**src/rtl/vstride_pkg.sv**
```systemverilog
package vstride_pkg;
    localparam int ADDR_W  = 64;
    localparam int DISP_W  = 16;
    localparam int VL_W    = 8;
    localparam int REG_W   = 5;
    localparam int REG_EXT = 2;
    localparam int REGN_W  = REG_W + REG_EXT;
    localparam int EW_W    = 2;

    typedef enum logic {ST_IDLE, ST_RUN} seq_state_e;

    typedef struct packed {
        logic [ADDR_W-1:0] base;
        logic [DISP_W-1:0] disp;
        logic [VL_W-1:0]   vl;
        logic [EW_W-1:0]   ew;
        logic              store;
        logic              vec;
        logic              upd;
        logic [REG_W-1:0]  ra;
    } seq_cmd_t;

    function automatic logic [ADDR_W-1:0] disp_to_addr(input logic [DISP_W-1:0] d);
        return {{(ADDR_W-DISP_W){d[DISP_W-1]}}, d};
    endfunction

    function automatic logic cmd_is_illegal(input seq_cmd_t c);
        return (!c.vec) && (c.disp == '0);
    endfunction
endpackage

```
**src/rtl/vstride_ctrl.sv**
```systemverilog
module vstride_ctrl
    import vstride_pkg::*;
(
    input  logic            clk,
    input  logic            rst,
    input  logic            cmd_valid,
    input  seq_cmd_t        cmd_in,
    input  logic            req_ready,
    output logic            cmd_ready,
    output logic            running,
    output logic            start,
    output logic            step,
    output seq_cmd_t        cmd_q,
    output logic [VL_W-1:0] idx,
    output logic            done,
    output logic            illegal
);
    seq_state_e state;
    logic       take;
    logic       last;

    assign cmd_ready = (state == ST_IDLE);
    assign running   = (state == ST_RUN);
    assign take      = cmd_ready && cmd_valid;
    assign start     = take && !cmd_is_illegal(cmd_in) && (cmd_in.vl != '0);
    assign step      = running && req_ready;
    assign last      = (idx == cmd_q.vl - VL_W'(1));

    always_ff @(posedge clk) begin
        if (rst) begin
            state   <= ST_IDLE;
            cmd_q   <= '0;
            idx     <= '0;
            done    <= 1'b0;
            illegal <= 1'b0;
        end else begin
            done    <= 1'b0;
            illegal <= 1'b0;
            case (state)
                ST_IDLE: begin
                    if (take) begin
                        cmd_q <= cmd_in;
                        idx   <= '0;
                        if (cmd_is_illegal(cmd_in)) begin
                            illegal <= 1'b1;
                        end else if (cmd_in.vl == '0) begin
                            done <= 1'b1;
                        end else begin
                            state <= ST_RUN;
                        end
                    end
                end
                ST_RUN: begin
                    if (step) begin
                        if (last) begin
                            state <= ST_IDLE;
                            done  <= 1'b1;
                        end else begin
                            idx <= idx + VL_W'(1);
                        end
                    end
                end
                default: state <= ST_IDLE;
            endcase
        end
    end
endmodule

```
**src/rtl/vstride_agen.sv**
```systemverilog
module vstride_agen
    import vstride_pkg::*;
(
    input  logic              clk,
    input  logic              rst,
    input  logic              start,
    input  logic              step,
    input  logic [ADDR_W-1:0] start_base,
    input  logic [ADDR_W-1:0] disp_ext,
    input  logic              indexed,
    input  logic [ADDR_W-1:0] elem_base,
    output logic [ADDR_W-1:0] addr
);
    logic [ADDR_W-1:0] acc_q;

    always_ff @(posedge clk) begin
        if (rst) begin
            acc_q <= '0;
        end else if (start) begin
            acc_q <= start_base;
        end else if (step) begin
            acc_q <= acc_q + disp_ext;
        end
    end

    assign addr = indexed ? (elem_base + disp_ext) : acc_q;
endmodule

```
**src/rtl/vstride_regmap.sv**
```systemverilog
module vstride_regmap
    import vstride_pkg::*;
(
    input  logic [REG_W-1:0]   field,
    input  logic [REGN_W-1:0]  idx_low,
    output logic [REGN_W-1:0]  src_reg,
    output logic [REGN_W-1:0]  dst_reg
);
    localparam logic [REGN_W-1:0] DST_STEP = REGN_W'(1) << REG_W;

    logic [REGN_W-1:0] field_ext;
    logic [REGN_W-1:0] dst_off;

    assign field_ext = {{REG_EXT{1'b0}}, field};

    always_comb begin
        dst_off = '0;
        for (int b = 0; b < REG_EXT; b++) begin
            if (idx_low[b]) dst_off = dst_off + (DST_STEP << b);
        end
    end

    assign src_reg = field_ext + idx_low;
    assign dst_reg = field_ext + dst_off;
endmodule

```
**src/rtl/vstride_seq.sv**
```systemverilog
module vstride_seq
    import vstride_pkg::*;
(
    input  logic              clk,
    input  logic              rst,
    input  logic              cmd_valid,
    output logic              cmd_ready,
    input  logic [63:0]       cmd_base,
    input  logic [15:0]       cmd_disp,
    input  logic [7:0]        cmd_vl,
    input  logic [1:0]        cmd_ew,
    input  logic              cmd_store,
    input  logic              cmd_base_vec,
    input  logic              cmd_update,
    input  logic [4:0]        cmd_ra,
    output logic [6:0]        rd_reg,
    input  logic [63:0]       rd_data,
    output logic              req_valid,
    input  logic              req_ready,
    output logic [63:0]       req_addr,
    output logic [7:0]        req_idx,
    output logic [1:0]        req_ew,
    output logic              req_store,
    output logic              upd_valid,
    output logic [6:0]        upd_reg,
    output logic [63:0]       upd_data,
    output logic              done,
    output logic              illegal
);
    seq_cmd_t          cmd_in;
    seq_cmd_t          cmd_q;
    logic              running;
    logic              start;
    logic              step;
    logic [VL_W-1:0]   idx;
    logic [ADDR_W-1:0] disp_ext;
    logic [ADDR_W-1:0] addr;

    always_comb begin
        cmd_in.base  = cmd_base;
        cmd_in.disp  = cmd_disp;
        cmd_in.vl    = cmd_vl;
        cmd_in.ew    = cmd_ew;
        cmd_in.store = cmd_store;
        cmd_in.vec   = cmd_base_vec;
        cmd_in.upd   = cmd_update;
        cmd_in.ra    = cmd_ra;
    end

    vstride_ctrl u_ctrl (
        .clk       (clk),
        .rst       (rst),
        .cmd_valid (cmd_valid),
        .cmd_in    (cmd_in),
        .req_ready (req_ready),
        .cmd_ready (cmd_ready),
        .running   (running),
        .start     (start),
        .step      (step),
        .cmd_q     (cmd_q),
        .idx       (idx),
        .done      (done),
        .illegal   (illegal)
    );

    assign disp_ext = disp_to_addr(cmd_q.disp);

    vstride_agen u_agen (
        .clk        (clk),
        .rst        (rst),
        .start      (start),
        .step       (step),
        .start_base (cmd_base),
        .disp_ext   (disp_ext),
        .indexed    (cmd_q.vec),
        .elem_base  (rd_data),
        .addr       (addr)
    );

    vstride_regmap u_regmap (
        .field   (cmd_q.ra),
        .idx_low (idx[REGN_W-1:0]),
        .src_reg (rd_reg),
        .dst_reg (upd_reg)
    );

    assign req_valid = running;
    assign req_addr  = addr;
    assign req_idx   = idx;
    assign req_ew    = cmd_q.ew;
    assign req_store = cmd_q.store;
    assign upd_valid = step && cmd_q.upd;
    assign upd_data  = addr;
endmodule

```
**config.mk**
```make
export PLATFORM = sky130hd
export DESIGN_NAME = vstride_seq
export DESIGN_NICKNAME = d
export VERILOG_FILES = /design/src/rtl/vstride_pkg.sv /design/src/rtl/vstride_ctrl.sv /design/src/rtl/vstride_agen.sv /design/src/rtl/vstride_regmap.sv /design/src/rtl/vstride_seq.sv
export SDC_FILE = /design/constraint.sdc
export NUM_CORES = 1
export LEC_CHECK = 0
export ABC_AREA = 1
export ABC_CLOCK_PERIOD_IN_PS = 6680
export BUFFER_PORTS_ARGS = -buffer_cell sky130_fd_sc_hd__buf_2
export CORE_MARGIN = 2
export CORE_UTILIZATION = 40
export CTS_BUF_LIST = sky130_fd_sc_hd__clkbuf_2
export DETAILED_ROUTE_END_ITERATION = 8
export PLACE_DENSITY_LB_ADDON = 0.25
export SLEW_MARGIN = 15
export SYNTH_ARGS = -nofsm -noshare
export SYNTH_HDL_FRONTEND = slang
export SYNTH_HIERARCHICAL = 1
export SYNTH_SLANG_ARGS = --single-unit
```
**constraint.sdc**
```tcl
create_clock -name clk -period 6.68 [get_ports clk]
set_clock_uncertainty 0.05 [all_clocks]
set_input_delay 1.67 -clock clk [delete_from_list [all_inputs] [get_ports clk]]
set_output_delay 1.67 -clock clk [all_outputs]
set_load 0.03 [all_outputs]
```
==> metrics, run 1 <==
PwrDens 130.3 nW/µm²; clk slew on worst S/H paths 0.36 ns; Sw Share 0.5223; Max Cap Viol 0; most used cell, CP nand2_1; critical path cell sequence buf_2 > ha_1 > fa_1 > nand3_1 > nand2_2 > nand2_2 > nand2_4 > nand2_1 > nand2_2 > nand2_1 > nand2_1 > nand3_1 > nand3_1 > nand2_1 > nand3_1 > nand2_1 > buf_2; largest net degree at the start of global routing 83; CTS tree built; YS warnings 6; Critical Path RT 4.96 ns; die height 210.6 µm; layout cells sized above 1 0.1543; DRC errors left 0; # IOs 324; CP delay by family, top simple AND/OR/NAND/NOR gates; R2R depth 11; Starting Density 0.4060; Psw 0.001280 W; Via density 5.145; slowest CP cell fa_1; final critical-path share of the clock period 0.8824; Post-Syn Nets 3,478; RePlAce Congestion 1.024; core box area 42,040 µm²; postcts setup bufs 0; TNS Setup 0 ns; Clock power frac 0.142; initial antenna violation count 1; placed insts 3,918; Leakage 10.62 nW; Worst Hold Depth 2; Final Net Count 3,692; clock sinks 109; CP peak stage delay 0.52 ns; Max FO, Critical Path 5; area delta synth->final 10.20%; RSZ-0062 raised after global routing no; final worst path period need 5.894 ns; Post-Route WL 67,550 µm; fill count 4,841; placed cell area 18,680 µm²; mean area per synthesized cell 5.374 µm²; Peak Freq 169.7 MHz; Die W 210.6 µm; Vias 20,250; worst-margin pin slew 1.103 ns; cts bufs inserted 9; Tot GR Track Use 0.2990; WP depth 17; hold buffer count at CTS 0; H-tree depth 3; power share of the combinational group 0.544; Site Rows 75; Max Root-Sink Buffers 2; Seq pwr share 0.314; wire per inst 17.16 µm; ANT nets after route 0; final setup fails 0; Cell Count, Final, Fillers Out 3,936; Int Pwr 0.001170 W; crit end category output pin; Pre-antenna DRT Iters 6; vias in the first global route 18,660; grt ovf 0; HP Class register to register; startpoint types input port; Final Slew Violations 0; Post-Syn Area 17,070 µm²; Port Buffers 323; later-pin clock latency in the skew report 0.80 ns; post-synthesis cell count 3,176; final hold vios 0; post-CTS sizing 0; DRT iter0 DRCs 1,745; die area 44,340 µm²; CP Data Arrival Time 4.17 ns; final instance area 18,810 µm²; WP buf/inv 2; Detail Placement HPWL 57,250 µm; Slew Limit Headroom 0.2620; Crit Path Category input port to output pin; status finished clean; peak supply drop 0.09104 mV; CTS Root Cell clkbuf_2; first-pass GRT wire length 102,400 µm
-- worst reg2reg max path: stages, from the launching register on --
cell     delay (ns)
dfxtp_1        0.48
inv_1          0.15
nand2_1        0.09
buf_4          0.37
inv_2          0.32
nand3_1        0.23
inv_2          0.04
buf_4          0.32
nor2_4         0.83
buf_4          0.51
a22oi_1        0.23
a21oi_1        0.20
-- power by group through the flow --
stage / sequential (W) / clock (W) / combinational (W)
floorplan: 0.000753 / 0 / 0.000975
global placement: 0.000776 / 0 / 0.00131
detailed placement: 0.000777 / 0 / 0.00131
CTS: 0.000766 / 0.000359 / 0.00131
global route: 0.000773 / 0.000379 / 0.00145
finish: 0.000769 / 0.000348 / 0.00133
-- cell type report --
| cell class | count | area (µm²) | share of cell area |
|---|---|---|---|
| clock inverter | 7 | 82.58 | 0.004390 |
| tap | 539 | 674.4 | 0.03585 |
| antenna | 2 | 5.005 | 0.0002661 |
| timing repair buffer | 331 | 1677 | 0.08914 |
| sequential | 109 | 2187 | 0.1163 |
| clock buffer | 9 | 45.04 | 0.002395 |
| multi-input combinational | 2382 | 12050 | 0.6405 |
| inverter | 557 | 2091 | 0.1112 |
-- registers in the layout, summed over array words and instances, names as in the netlist --
register and cells:
u_agen/acc_q 64, u_ctrl/cmd_q 34, u_ctrl/idx 8, u_ctrl/done 1, u_ctrl/illegal 1, u_ctrl/running 1
-- per-stage QoR --
step | setup WS, ns | utilization | total power [W] | hold WS [ns]
after floorplan | 0.3546 | - | 0.001728 | 0.3687
after global routing | 0.6931 | 0.4474 | 0.002603 | 0.4398
final | 0.7856 | 0.4474 | 0.002450 | 0.4207
after CTS | 0.8152 | 0.4473 | 0.002438 | 0.4171
after detailed placement | 0.8262 | 0.4443 | 0.002086 | 0.3844
after global placement | 0.8303 | 0.4443 | 0.002086 | 0.3759
-- placed cells by master, fill, tap and decap left out, types with 6 or more instances in the layout --
cell	count
o21bai_1	9
buf_4	8
a31oi_1	22
nand2_2	36
nor3_2	8
clkbuf_2	9
a21oi_1	197
buf_2	323
nor2_2	37
dfxtp_1	107
xnor2_1	27
a22oi_1	45
nand4_1	24
nand3_2	13
inv_1	495
nand3_1	196
xor2_1	28
or2_1	6
nor3_1	15
o21ai_1	14
ha_1	133
inv_2	55
a21oi_2	8
o21ai_0	111
nand3b_1	17
nand2_1	1113
nor2_1	288
clkinv_1	7
-- final timing paths --
check	slack (ns)	endpoint	from
worst max-delay path	0.79	req_addr[50]	rd_data[0]
worst max register to register	2.78	u_agen/acc_q[60]	u_ctrl/running
worst min register to register	0.42	u_ctrl/cmd_q[5]	u_ctrl/cmd_q[5]
worst min-delay path	0.42	u_ctrl/cmd_q[5]	u_ctrl/cmd_q[5]
-- routing by layer --
layer,track usage,vias to the layer above,share of wire,wire (µm)
met5,0,-,0,0
met4,0.1134,0,0.038,2572
met3,0.02607,113,0.060,4035
met2,0.4916,682,0.45,30290
met1,0.4059,9143,0.45,30640
li1,-,10310,-,-
Note: power is estimated with default switching activity, not from simulation.
==> inputs of run 2 (changes only) <==
--- a/config.mk
+++ b/config.mk
@@ -8,10 +8,13 @@
 export ABC_AREA = 1
 export ABC_CLOCK_PERIOD_IN_PS = 6680
 export BUFFER_PORTS_ARGS = -buffer_cell sky130_fd_sc_hd__buf_2
+export CELL_PAD_IN_SITES_DETAIL_PLACEMENT = 1
+export CELL_PAD_IN_SITES_GLOBAL_PLACEMENT = 2
 export CORE_MARGIN = 2
-export CORE_UTILIZATION = 40
+export CORE_UTILIZATION = 30
 export CTS_BUF_LIST = sky130_fd_sc_hd__clkbuf_2
 export DETAILED_ROUTE_END_ITERATION = 8
+export GPL_TIMING_DRIVEN = 0
 export PLACE_DENSITY_LB_ADDON = 0.25
 export SLEW_MARGIN = 15
 export SYNTH_ARGS = -nofsm -noshare
==> run 2 against run 1 <==
Setup slack lost 0.34 ns. Non-clock buffer count increased by 122. Flip-flop and latch count stayed put. Final cell count up 8.6%. Routed wire length up 31%.
==> metrics, run 2 (synthesis gave the netlist of run 1 again) <==
status finished clean (unchanged); final hold vios 0 (unchanged); biggest regs u_agen/acc_q x64, u_ctrl/cmd_q x34, u_ctrl/idx x8 (unchanged); CP Data Arrival Time 4.51 ns (was 4.17 ns); Max Root-Sink Buffers 2 (unchanged); Vias 21,230 (was 20,250); power share of the combinational group 0.565 (was 0.544); wire per inst 20.64 µm (was 17.16 µm); DRC errors left 0 (unchanged); final worst slack 0.4502 ns (was 0.7856 ns); Detail Placement HPWL 78,560 µm (was 57,250 µm); Slew Limit Headroom 0.1708 (was 0.2620); # IOs 324 (unchanged); vias in the first global route 21,780 (was 18,660); worst-margin pin slew 1.244 ns (was 1.103 ns); setup slack at placement 0.5649 ns (was 0.8262 ns); die height 242.5 µm (was 210.6 µm); cts bufs inserted 9 (unchanged); Clock power frac 0.142 (about the same); Top reg by flops u_agen/acc_q (unchanged); final worst path period need 6.230 ns (was 5.894 ns); peak supply drop 0.06660 mV (was 0.09104 mV); Site Rows 87 (was 75); postcts setup bufs 0 (unchanged); HP Class register to register (unchanged); most frequent cells in the layout nand2_1, inv_1, buf_2, nor2_1, a21oi_1 (unchanged); commonest non-fill, non-tap cell in the layout nand2_1 (unchanged); final instance area 19,830 µm² (was 18,810 µm²); Pre-antenna DRT Iters 5 (was 6); Port Buffers 322 (was 323); die area 58,820 µm² (was 44,340 µm²); hold buffer count at CTS 0 (unchanged); CTS Root Cell clkbuf_2 (unchanged); Seq pwr share 0.293 (was 0.314); PwrDens 132.5 nW/µm² (was 130.3 nW/µm²); grt ovf 0 (unchanged); Leakage 11.09 nW (was 10.62 nW); Post-Route WL 88,230 µm (was 67,550 µm); Crit Path Category register to output pin (was input port to output pin); fill count 7,961 (was 4,841); H-tree depth 3 (unchanged); RePlAce Congestion 0.9342 (was 1.024); placed cell area 19,690 µm² (was 18,680 µm²); final setup fails 0 (unchanged); largest net degree at the start of global routing 47 (was 83); Final Net Count 3,814 (was 3,692); Max FO, Critical Path 46 (was 5); clk slew on worst S/H paths 0.40 ns (was 0.36 ns); final critical-path share of the clock period 0.9326 (was 0.8824); core box area 56,280 µm² (was 42,040 µm²); Int Pwr 0.001242 W (was 0.001170 W); Max Cap Viol 0 (unchanged); later-pin clock latency in the skew report 0.86 ns (was 0.80 ns); CTS tree built (unchanged); ANT nets after route 0 (unchanged); TNS Setup 0 ns (unchanged); Starting Density 0.3033 (was 0.4060); startpoint types register (was input port); post-CTS sizing 0 (unchanged); layout cells sized above 1 0.1700 (was 0.1543); initial antenna violation count 3 (was 1); Die W 242.5 µm (was 210.6 µm); Via density 4.966 (was 5.145); Final Slew Violations 0 (unchanged); clock sinks 109 (unchanged); Sw Share 0.5272 (was 0.5223); Psw 0.001385 W (was 0.001280 W); DRT iter0 DRCs 1,137 (was 1,745); crit end category output pin (unchanged); Critical Path RT 4.96 ns (about the same); Tot GR Track Use 0.2936 (was 0.2990); area delta synth->final 16.16% (was 10.20%); first-pass GRT wire length 130,600 µm (was 102,400 µm); max reg flops 64 (unchanged); RSZ-0062 raised after global routing no (unchanged); Peak Freq 160.5 MHz (was 169.7 MHz)
==> run 2: cell count changes in the layout (fill, tap and decap cells not counted), moves of 2 or more <==
| cell | delta |
|---|---|
| buf_1 | +2 |
| buf_2 | +11 |
| buf_4 | +63 |
| clkbuf_1 | +43 |
| clkinv_8 | -2 |
| inv_8 | +3 |
| nor2_4 | -2 |
==> run 2: power groups by stage <==
| stage | combinational (W) | clock (W) | sequential [W] |
|---|---|---|---|
| finish | 0.00148 | 0.000373 | 0.000770 |
| global route | 0.00162 | 0.000409 | 0.000776 |
| CTS | 0.00148 | 0.000388 | 0.000768 |
| detailed placement | 0.00148 | 0 | 0.000778 |
| global placement | 0.00144 | 0 | 0.000789 |
| floorplan | 0.000975 | 0 | 0.000753 |
==> run 2: cell type report <==
| cell class | instances | area [µm²] | area share |
|---|---|---|---|
| plain buffers | 128 | 762.0 | 0.03843 |
| repair buffers | 325 | 1674 | 0.08444 |
| flip-flops and latches | 109 | 2186 | 0.1102 |
| inverters | 557 | 2091 | 0.1055 |
| clock buffers | 9 | 45.04 | 0.002272 |
| clock inverters | 7 | 82.58 | 0.004165 |
| diodes | 2 | 5.005 | 0.0002524 |
| multi-input cells | 2382 | 12040 | 0.6070 |
| well taps | 756 | 945.9 | 0.04771 |
==> run 2: metrics by stage <==
stage,cells,utilization,hold WS (ns),total power [W]
after global routing,4274,0.3523,0.4546,0.002804
after global placement,4254,0.3487,0.3779,0.002228
final,4275,0.3523,0.4203,0.002627
after CTS,4273,0.3522,0.4235,0.002640
after floorplan,3176,-,0.3687,0.001728
after detailed placement,4257,0.3499,0.3981,0.002258
==> run 2: final timing paths <==
kind	slack (ns)	cells past startpoint	from	end
max	0.45	15	u_ctrl/cmd_q[33]	upd_data[52]
min	0.42	2	u_ctrl/cmd_q[5]	u_ctrl/cmd_q[5]
max reg2reg	3.00	10	u_ctrl/running	u_agen/acc_q[43]
min reg2reg	0.42	2	u_ctrl/cmd_q[5]	u_ctrl/cmd_q[5]
==> run 2: per-layer routing <==
layer,share of wire,vias to the layer above,GRT usage,routed length [µm]
met5,0.00015,-,0,13
met4,0.031,2,0.09078,2726
met3,0.039,95,0.02869,3431
met2,0.46,430,0.4997,40900
met1,0.47,10150,0.3895,41160
li1,-,10550,-,-
==> run 2: worst max-delay path, stage by stage (launching register included) <==
cell and delay (ns):
dfxtp_4 0.61, buf_16 0.27, buf_12 0.27, ha_1 0.31, nand2_1 0.15, nor2_1 0.21, inv_2 0.07, nor2_2 0.13
inv_1 0.08, nor2_1 0.37, nand3_1 0.35, nand3b_1 0.21, nand3_1 0.15, nand2_1 0.14, buf_4 0.11, buf_2 0.18
